**src/rtl/xing_pkg.sv**
```systemverilog
package xing_pkg;
  typedef enum logic [2:0] {
    PH_A_MIN  = 3'd0,
    PH_A_HOLD = 3'd1,
    PH_A_YEL  = 3'd2,
    PH_B_MIN  = 3'd3,
    PH_B_HOLD = 3'd4,
    PH_B_YEL  = 3'd5
  } phase_t;

  localparam int LAMP_W = 3;
  localparam logic [LAMP_W-1:0] LAMP_RED = 3'b100;
  localparam logic [LAMP_W-1:0] LAMP_YEL = 3'b010;
  localparam logic [LAMP_W-1:0] LAMP_GRN = 3'b001;
endpackage

```
**src/rtl/xing_min_timer.sv**
```systemverilog
module xing_min_timer #(
  parameter int MIN_GREEN = 2
) (
  input  logic clk,
  input  logic restart,
  output logic expired
);
  localparam int CW = $clog2(MIN_GREEN + 1);
  localparam logic [CW-1:0] LAST = CW'(MIN_GREEN - 1);

  logic [CW-1:0] cnt_q;

  always_ff @(posedge clk) begin
    if (restart)
      cnt_q <= '0;
    else if (cnt_q != LAST)
      cnt_q <= cnt_q + 1'b1;
  end

  assign expired = (cnt_q == LAST);
endmodule

```
**src/rtl/xing_phase_fsm.sv**
```systemverilog
module xing_phase_fsm
  import xing_pkg::*;
(
  input  logic   clk,
  input  logic   rst,
  input  logic   car_a,
  input  logic   car_b,
  input  logic   min_done,
  output logic   timer_restart,
  output phase_t phase
);
  phase_t ph_q, ph_d;

  always_comb begin
    ph_d = ph_q;
    unique case (ph_q)
      PH_A_MIN:  if (min_done) ph_d = car_b ? PH_A_YEL : PH_A_HOLD;
      PH_A_HOLD: if (car_b) ph_d = PH_A_YEL;
      PH_A_YEL:  ph_d = PH_B_MIN;
      PH_B_MIN:  if (min_done) ph_d = car_a ? PH_B_YEL : PH_B_HOLD;
      PH_B_HOLD: if (car_a) ph_d = PH_B_YEL;
      PH_B_YEL:  ph_d = PH_A_MIN;
      default:   ph_d = PH_A_MIN;
    endcase
  end

  always_ff @(posedge clk) begin
    if (rst) ph_q <= PH_A_MIN;
    else     ph_q <= ph_d;
  end

  // The timer restarts on any edge that leads into a minimum-green phase.
  assign timer_restart = rst || (ph_q == PH_A_YEL) || (ph_q == PH_B_YEL);
  assign phase = ph_q;
endmodule

```
**src/rtl/xing_lamp_dec.sv**
```systemverilog
module xing_lamp_dec
  import xing_pkg::*;
#(
  parameter bit SIDE_B = 1'b0
) (
  input  phase_t            phase,
  output logic [LAMP_W-1:0] lamp
);
  logic is_grn, is_yel;

  generate
    if (SIDE_B) begin : g_side_b
      assign is_grn = (phase == PH_B_MIN) || (phase == PH_B_HOLD);
      assign is_yel = (phase == PH_B_YEL);
    end else begin : g_side_a
      assign is_grn = (phase == PH_A_MIN) || (phase == PH_A_HOLD);
      assign is_yel = (phase == PH_A_YEL);
    end
  endgenerate

  always_comb begin
    if (is_grn)      lamp = LAMP_GRN;
    else if (is_yel) lamp = LAMP_YEL;
    else             lamp = LAMP_RED;
  end
endmodule

```
**src/rtl/xing_ctrl.sv**
```systemverilog
module xing_ctrl
  import xing_pkg::*;
#(
  parameter int MIN_GREEN = 2
) (
  input  logic       clk,
  input  logic       rst,
  input  logic       car_a,
  input  logic       car_b,
  output logic [2:0] lamp_a,
  output logic [2:0] lamp_b
);
  localparam int N_SIDES = 2;

  phase_t            phase;
  logic              min_done;
  logic              t_restart;
  logic [LAMP_W-1:0] heads [N_SIDES];

  xing_min_timer #(.MIN_GREEN(MIN_GREEN)) u_timer (
    .clk     (clk),
    .restart (t_restart),
    .expired (min_done)
  );

  xing_phase_fsm u_fsm (
    .clk           (clk),
    .rst           (rst),
    .car_a         (car_a),
    .car_b         (car_b),
    .min_done      (min_done),
    .timer_restart (t_restart),
    .phase         (phase)
  );

  generate
    for (genvar s = 0; s < N_SIDES; s++) begin : g_head
      xing_lamp_dec #(.SIDE_B(s == 1)) u_dec (
        .phase (phase),
        .lamp  (heads[s])
      );
    end
  endgenerate

  assign lamp_a = heads[0];
  assign lamp_b = heads[1];
endmodule

```
**config.mk**
```make
export PLATFORM = sky130hd
export DESIGN_NAME = xing_ctrl
export DESIGN_NICKNAME = d
export VERILOG_FILES = /design/src/rtl/xing_pkg.sv /design/src/rtl/xing_min_timer.sv /design/src/rtl/xing_phase_fsm.sv /design/src/rtl/xing_lamp_dec.sv /design/src/rtl/xing_ctrl.sv
export SDC_FILE = /design/constraint.sdc
export NUM_CORES = 1
export LEC_CHECK = 0
export BUFFER_PORTS_ARGS = -buffer_cell sky130_fd_sc_hd__buf_2
export CAP_MARGIN = 20
export CORE_AREA = 2 2 39 41
export CTS_CLUSTER_DIAMETER = 40
export CTS_CLUSTER_SIZE = 8
export DETAILED_ROUTE_END_ITERATION = 7
export DIE_AREA = 0 0 41 43
export GPL_TIMING_DRIVEN = 0
export PLACE_DENSITY = 0.44
export SKIP_CTS_REPAIR_TIMING = 1
export SLEW_MARGIN = 20
export SYNTH_ARGS = -nofsm -noshare
export SYNTH_HDL_FRONTEND = slang
export SYNTH_SLANG_ARGS = --single-unit
```
**constraint.sdc**
```tcl
create_clock -name clk -period 2.7 [get_ports clk]
set_input_delay 0.27 -clock clk [delete_from_list [all_inputs] [get_ports clk]]
set_output_delay 0.27 -clock clk [all_outputs]
set_load 0.005 [all_outputs]
```
After elaboration in Yosys (flattened, before gate mapping)
Index checks and enable logic that the tools add are counted.
{"block": "totals", "regBits": 5, "latchBits": 0, "ramBits": 0, "romBits": 0, "inputBits": 4, "out_inout_bits": 6, "elab_cells": 31, "memories": 0}
{"block": "op_classes", "addsub": 1, "mul": 0, "n_div": 0, "n_lt_le_gt_ge": 0, "eq_ne": 11, "shifts": 0, "muxes": 11, "bitwise": 0, "n_reduce_logical": 6}
{"operator": "$mux W3", "n": 8}
{"operator": "$pmux W3 S5", "n": 1}
{"operator": "$ne A2 B2 Y1 const B", "n": 4}
{"operator": "$eq A3 B2 Y1 const B", "n": 2}
{"operator": "$eq A3 B3 Y1 const B", "n": 2}
{"operator": "$logic_or A1 B1 Y1", "n": 4}
{"operator": "$reduce_and A4 Y1", "n": 1}
{"operator": "$eq A3 B1 Y1 const B", "n": 1}
{"operator": "$logic_not A3 Y1", "n": 1}
{"operator": "$add A2 B1 Y2 const B", "n": 1}
{"operator": "$eq A2 B1 Y1 const B", "n": 1}
{"operator": "$mux W2", "n": 1}
{"operator": "$ne A2 B1 Y1 const B", "n": 1}
{"operator": "$mux W1", "n": 1}

Depth between registers and ports, before layout
{"block": "depth", "word_depth": 3, "depth_mapped": 6, "ltp_nobuf": 5}

Modules after synthesis
A second synthesis with hierarchy kept.
{"block": "hier_totals", "hier_cells": 49, "area_unflattened_um2": 416.6}
{"module": "xing_phase_fsm", "instances": 1, "cells_per_inst": 29, "area_each_um2": 244.0, "seq_area_each_um2": 60.1}
{"module": "xing_min_timer", "instances": 1, "cells_per_inst": 9, "area_each_um2": 95.1, "seq_area_each_um2": 40.0}
{"module": "xing_lamp_dec (g_head[1].u_dec)", "instances": 1, "cells_per_inst": 7, "area_each_um2": 46.3, "seq_area_each_um2": 0.0}
{"module": "xing_lamp_dec (g_head[0].u_dec)", "instances": 1, "cells_per_inst": 4, "area_each_um2": 31.3, "seq_area_each_um2": 0.0}

Worst setup path after synthesis
Ideal clock, no wire load.
{"block": "synth_timing", "kind": "reg2reg", "from": "register u_timer.cnt_q[0]", "to": "register u_fsm.ph_q[0], in the netlist u_fsm.phase[0]", "setup_time_ps": 72, "arrival_ps": 1101, "t_required_ps": 2628, "setup_slack_ps": 1527, "stages_incl_launch_ff": 6, "path_buffers": 1, "period_less_slack_ps": 1173, "cell_sequence": "dfxtp_1 ha_1 clkbuf_1 o22ai_1 a22oi_2 mux2i_1"}
{"block": "synth_between", "elab_chain_cells": 3, "elab_cells_between_ends": 4, "classes_between": "eq/ne (3); reduce/logical (1)"}
{"item": "from (decl)", "line_no": "xing_min_timer.sv:11", "source": "logic [CW-1:0] cnt_q;"}
{"item": "from (signal assigned)", "line_no": "xing_min_timer.sv:17", "source": "cnt_q <= cnt_q + 1'b1;"}
{"item": "$eq A2 B1 Y1 (*)", "line_no": "xing_min_timer.sv:20", "source": "assign expired = (cnt_q == LAST);"}
{"item": "$ne A2 B2 Y1 (no line)"}
{"item": "$reduce_and A4 Y1 (no line) (*)"}
{"item": "to (signal assigned)", "line_no": "xing_phase_fsm.sv:29", "source": "else ph_q <= ph_d;"}
{"item": "to (decl)", "line_no": "xing_phase_fsm.sv:12", "source": "phase_t ph_q, ph_d;"}
Mark *: on every way between the ends. The rest lies on a longest branch, timed or not.
A chain may end at the register's enable or synchronous reset.

Worst setup path after layout
{"block": "layout_timing", "from": "register u_fsm.ph_q[0], in the netlist u_fsm.phase[0]", "to": "output lamp_b[0]"}
{"block": "layout_between", "elab_chain_cells": 3, "elab_cells_between_ends": 4, "classes_between": "eq/ne (2); mux (1); reduce/logical (1)"}
{"item": "$eq A3 B2 Y1 or $eq A3 B3 Y1 (tied branches)", "line_no": "xing_lamp_dec.sv:13", "source": "assign is_grn = (phase == PH_B_MIN) || (phase == PH_B_HOLD);"}
{"item": "$logic_or A1 B1 Y1 (*)", "line_no": "xing_lamp_dec.sv:13"}
{"item": "via g_head[1].u_dec.is_grn", "line_no": "xing_lamp_dec.sv:9", "source": "logic is_grn, is_yel;"}
{"item": "$mux W3 (*)", "line_no": "xing_lamp_dec.sv:22", "source": "if (is_grn) lamp = LAMP_GRN;"}
{"item": "to (decl)", "line_no": "xing_ctrl.sv:11", "source": "output logic [2:0] lamp_b"}
Mark *: on every way through the listed nets, which the timed path passes. The rest lies on a longest branch.

==> flow_metrics.env <==
export IMPL_muxShareOfSynthArea_pct=2.78
export IMPL_cp_depth=5
export IMPL_reg2reg_slack_ps=1390
export IMPL_dr_total_vias=346
export IMPL_finalSetupViolCount=0
export IMPL_syn_cell_area_um2=360
export IMPL_gp_congestion=0.700
export IMPL_syn_num_nets=51
export IMPL_pre_cts_ws_ps=1390
export IMPL_post_route_min_period_ps=1470
export IMPL_fin_crit_sh_pct=54.4
export IMPL_arrival_ps=1200
export IMPL_drv_cap=0
export IMPL_drive_above_1_share_pct=33.9
export IMPL_ys_top_cells_by_area="dfxtp_1 (28%), nor2_1 (7.3%), a21oi_1 (6.9%)"
export IMPL_start_kind="flip-flop"
export IMPL_nFillCells=159
export IMPL_insertion_delay_ps=260
export IMPL_pwr_share_comb_pct=49.0
export IMPL_gr_total_overflow=0
export IMPL_core_area_um2=1380
export IMPL_io_pins=10
export IMPL_swShare_pct=37.8
export IMPL_cts_sinks=5
export IMPL_yosys_warnings=0
export IMPL_min_path_cells=2
export IMPL_synth_area_per_cell_um2=7.83
export IMPL_peakVddDrop_uv=280
export IMPL_cts_clk_slew_worst_paths_ps=50
export IMPL_synth_top_family_by_area="compound AO/OA/AOI/OAI gates"
export IMPL_crit_chain="buf_6 -> nand2_1 -> o22ai_1 -> buf_4 -> buf_2"
export IMPL_finalHoldViolCount=0
export IMPL_slew_headroom_pct=80.3
export IMPL_grt_pass1_vias=269
export IMPL_yosysTopAreaCell="dfxtp_1"
export IMPL_synthXorXnorAreaFrac_pct=4.86
export IMPL_grt_pass1_wl_mm=1.16
export IMPL_placementRows=14
export IMPL_synth_compound_area_share_pct=21.9
export IMPL_synth_top_area_share_pct=27.8
export IMPL_hold_class="in2reg"
export IMPL_timing_final_ws_setup_ps=1230
export IMPL_antennaDiodeCount=0
export IMPL_slew_violations=0
export IMPL_fp_dieH_um=43
export IMPL_antenna_found_initial=0
export IMPL_critPathBufInv=3
export IMPL_port_buffers=9
export IMPL_drc=0
export IMPL_gr_usage_all_layers_pct=10.5
export IMPL_p_switching_mw=0.153
export IMPL_p_leak_nw=0.217
export IMPL_fin_skew_ps=3.88
export IMPL_ys_types=21
export IMPL_critPathMaxStageDelay_ps=360
export IMPL_fp_dieW_um=41
export IMPL_nets=65
export IMPL_crit_type="reg2out"
export IMPL_die_area_um2=1760
export IMPL_clock_fmax_mhz=681
export IMPL_ff2ff_path_depth=5
export IMPL_synthAdderAreaFrac_pct=3.47
export IMPL_status="finished clean"
export IMPL_synth_seq_area_share_pct=27.8
export IMPL_p_per_area_nw_per_um2=895
export IMPL_rsz0062_at_grt="false"
export IMPL_seq_power_share_pct=27.4
export IMPL_cts_tree="built"
export IMPL_syn_inst=46
export IMPL_ys_ff_latch=5
export IMPL_drt_pass1_iterations=8
export IMPL_antenna_left=0
export IMPL_synth_simple_area_share_pct=20.8
export IMPL_area_delta_synth_final_pct=25.3
export IMPL_clock_path_buffers=2
export IMPL_critPathCaptureType="output pin"
export IMPL_setup_tns_ps=0
export IMPL_htree_levels=1
export IMPL_crit_required_ps=2430
export IMPL_tightest_slew_ps=295
export IMPL_post_drt_wl_per_cell_um=9.79
export IMPL_initial_core_util_pct=26.0
export IMPL_cp_slowest_cell="dfxtp_1"
export IMPL_crit_fanout=10
export IMPL_cts_buffers=3
export IMPL_root_buffer="clkbuf_4"
export IMPL_drt_iter0_drc=8
export IMPL_grt_start_max_net_pins=11
export IMPL_pwr_share_clk_pct=23.6
export IMPL_p_int_mw=0.251
export IMPL_via_per_inst=4.61
export IMPL_routed_wl_um=734
export IMPL_cp_top_family="flip-flops"
layout make-up:
type	instances	area (µm²)	share of cell area [%]
Sequential cell	5	100	22.2
Tap cell	16	20.0	4.43
Multi-Input combinational cell	31	194	42.9
Timing Repair Buffer	9	45.0	9.97
Buffer	6	48.8	10.8
Clock buffer	4	26.3	5.82
Inverter	4	17.5	3.88
through the flow:
| stage | instance area (µm²) | util [%] | instances | power [mW] | hold WS, ps |
|---|---|---|---|---|---|
| global placement | 425 | 30.7 | 71 | 0.312 | 480 |
| global route | 452 | 32.6 | 75 | 0.444 | 264 |
| CTS | 452 | 32.6 | 75 | 0.409 | 244 |
| floorplan | 360 | - | 46 | 0.271 | 342 |
| detailed placement | 425 | 30.7 | 71 | 0.312 | 485 |
| finish | 452 | 32.6 | 75 | 0.404 | 246 |
routing by layer:
| layer | up-vias | global-route usage, % | part of all wire (%) |
|---|---|---|---|
| met4 | 0 | 10.0 | 3.0 |
| met2 | 13 | 10.9 | 38 |
| li1 | 180 | - | - |
| met1 | 149 | 14.8 | 53 |
| met3 | 4 | 4.71 | 6.3 |
| met5 | - | 0 | 0 |
worst register-to-register path: stages, from the launching register on:
cell and delay [ps]:
dfxtp_1 340, ha_1 150, clkbuf_1 250, o22ai_1 160, a22oi_2 150, mux2i_1 190
sequential cells by signal, indices dropped and copies added, names as in the netlist:
register,flops
u_fsm.phase,3
u_timer.cnt_q,2
worst paths after layout:
| check | start | end |
|---|---|---|
| hold reg to reg | u_timer.cnt_q[1]$_SDFFE_PP0P_ | u_timer.cnt_q[1]$_SDFFE_PP0P_ |
| setup / recovery | u_fsm.phase[0]$_SDFFE_PP0P_ | lamp_b[0] |
| hold / removal | rst | u_fsm.phase[2]$_SDFFE_PP0P_ |
| setup reg to reg | u_timer.cnt_q[0]$_SDFFE_PP0P_ | u_fsm.phase[0]$_SDFFE_PP0P_ |
logic make-up (layout without fill, tap and decap cells):
kind of cell / Yosys count / after routing
compound gates: 12 / 12
xor+xnor: 2 / 2
fa+ha+maj: 1 / 1
buf+inv: 10 / 23
flops: 5 / 5
mux: 1 / 1
simple gates: 15 / 15
cells in the mapped netlist:
cell,instances
inv_4,1
inv_1,3
nor2_1,7
mux2i_1,1
a22oi_2,1
o22ai_1,2
clkbuf_1,1
and3_4,1
nor3_1,1
nand2b_1,3
a311o_1,1
buf_6,2
a221oi_1,1
ha_1,1
nand2_1,2
o21ai_0,2
a21oi_1,5
buf_4,3
or3_1,1
xor2_1,2
dfxtp_1,5
layout by cell type, fill, tap and decap left out, drive strengths merged:
cell,count
a21oi,5
o22ai,2
mux2i,1
inv,4
a221oi,1
ha,1
nor2,7
a311o,1
nand2,2
nand2b,3
o21ai,2
a22oi,1
buf,14
and3,1
xor2,2
nor3,1
dfxtp,5
or3,1
clkbuf,5
power by group through the flow:
| stage | clock (mW) | sequential, mW | combinational [mW] |
|---|---|---|---|
| 3_5_place_dp | 0 | 0.112 | 0.200 |
| 5_1_grt | 0.104 | 0.113 | 0.227 |
| 6_report | 0.0954 | 0.111 | 0.198 |
| 3_3_place_gp | 0 | 0.112 | 0.200 |
| 2_1_floorplan | 0 | 0.110 | 0.161 |
| 4_1_cts | 0.0974 | 0.111 | 0.201 |
No activity file was read; power rests on OpenSTA's default activity.
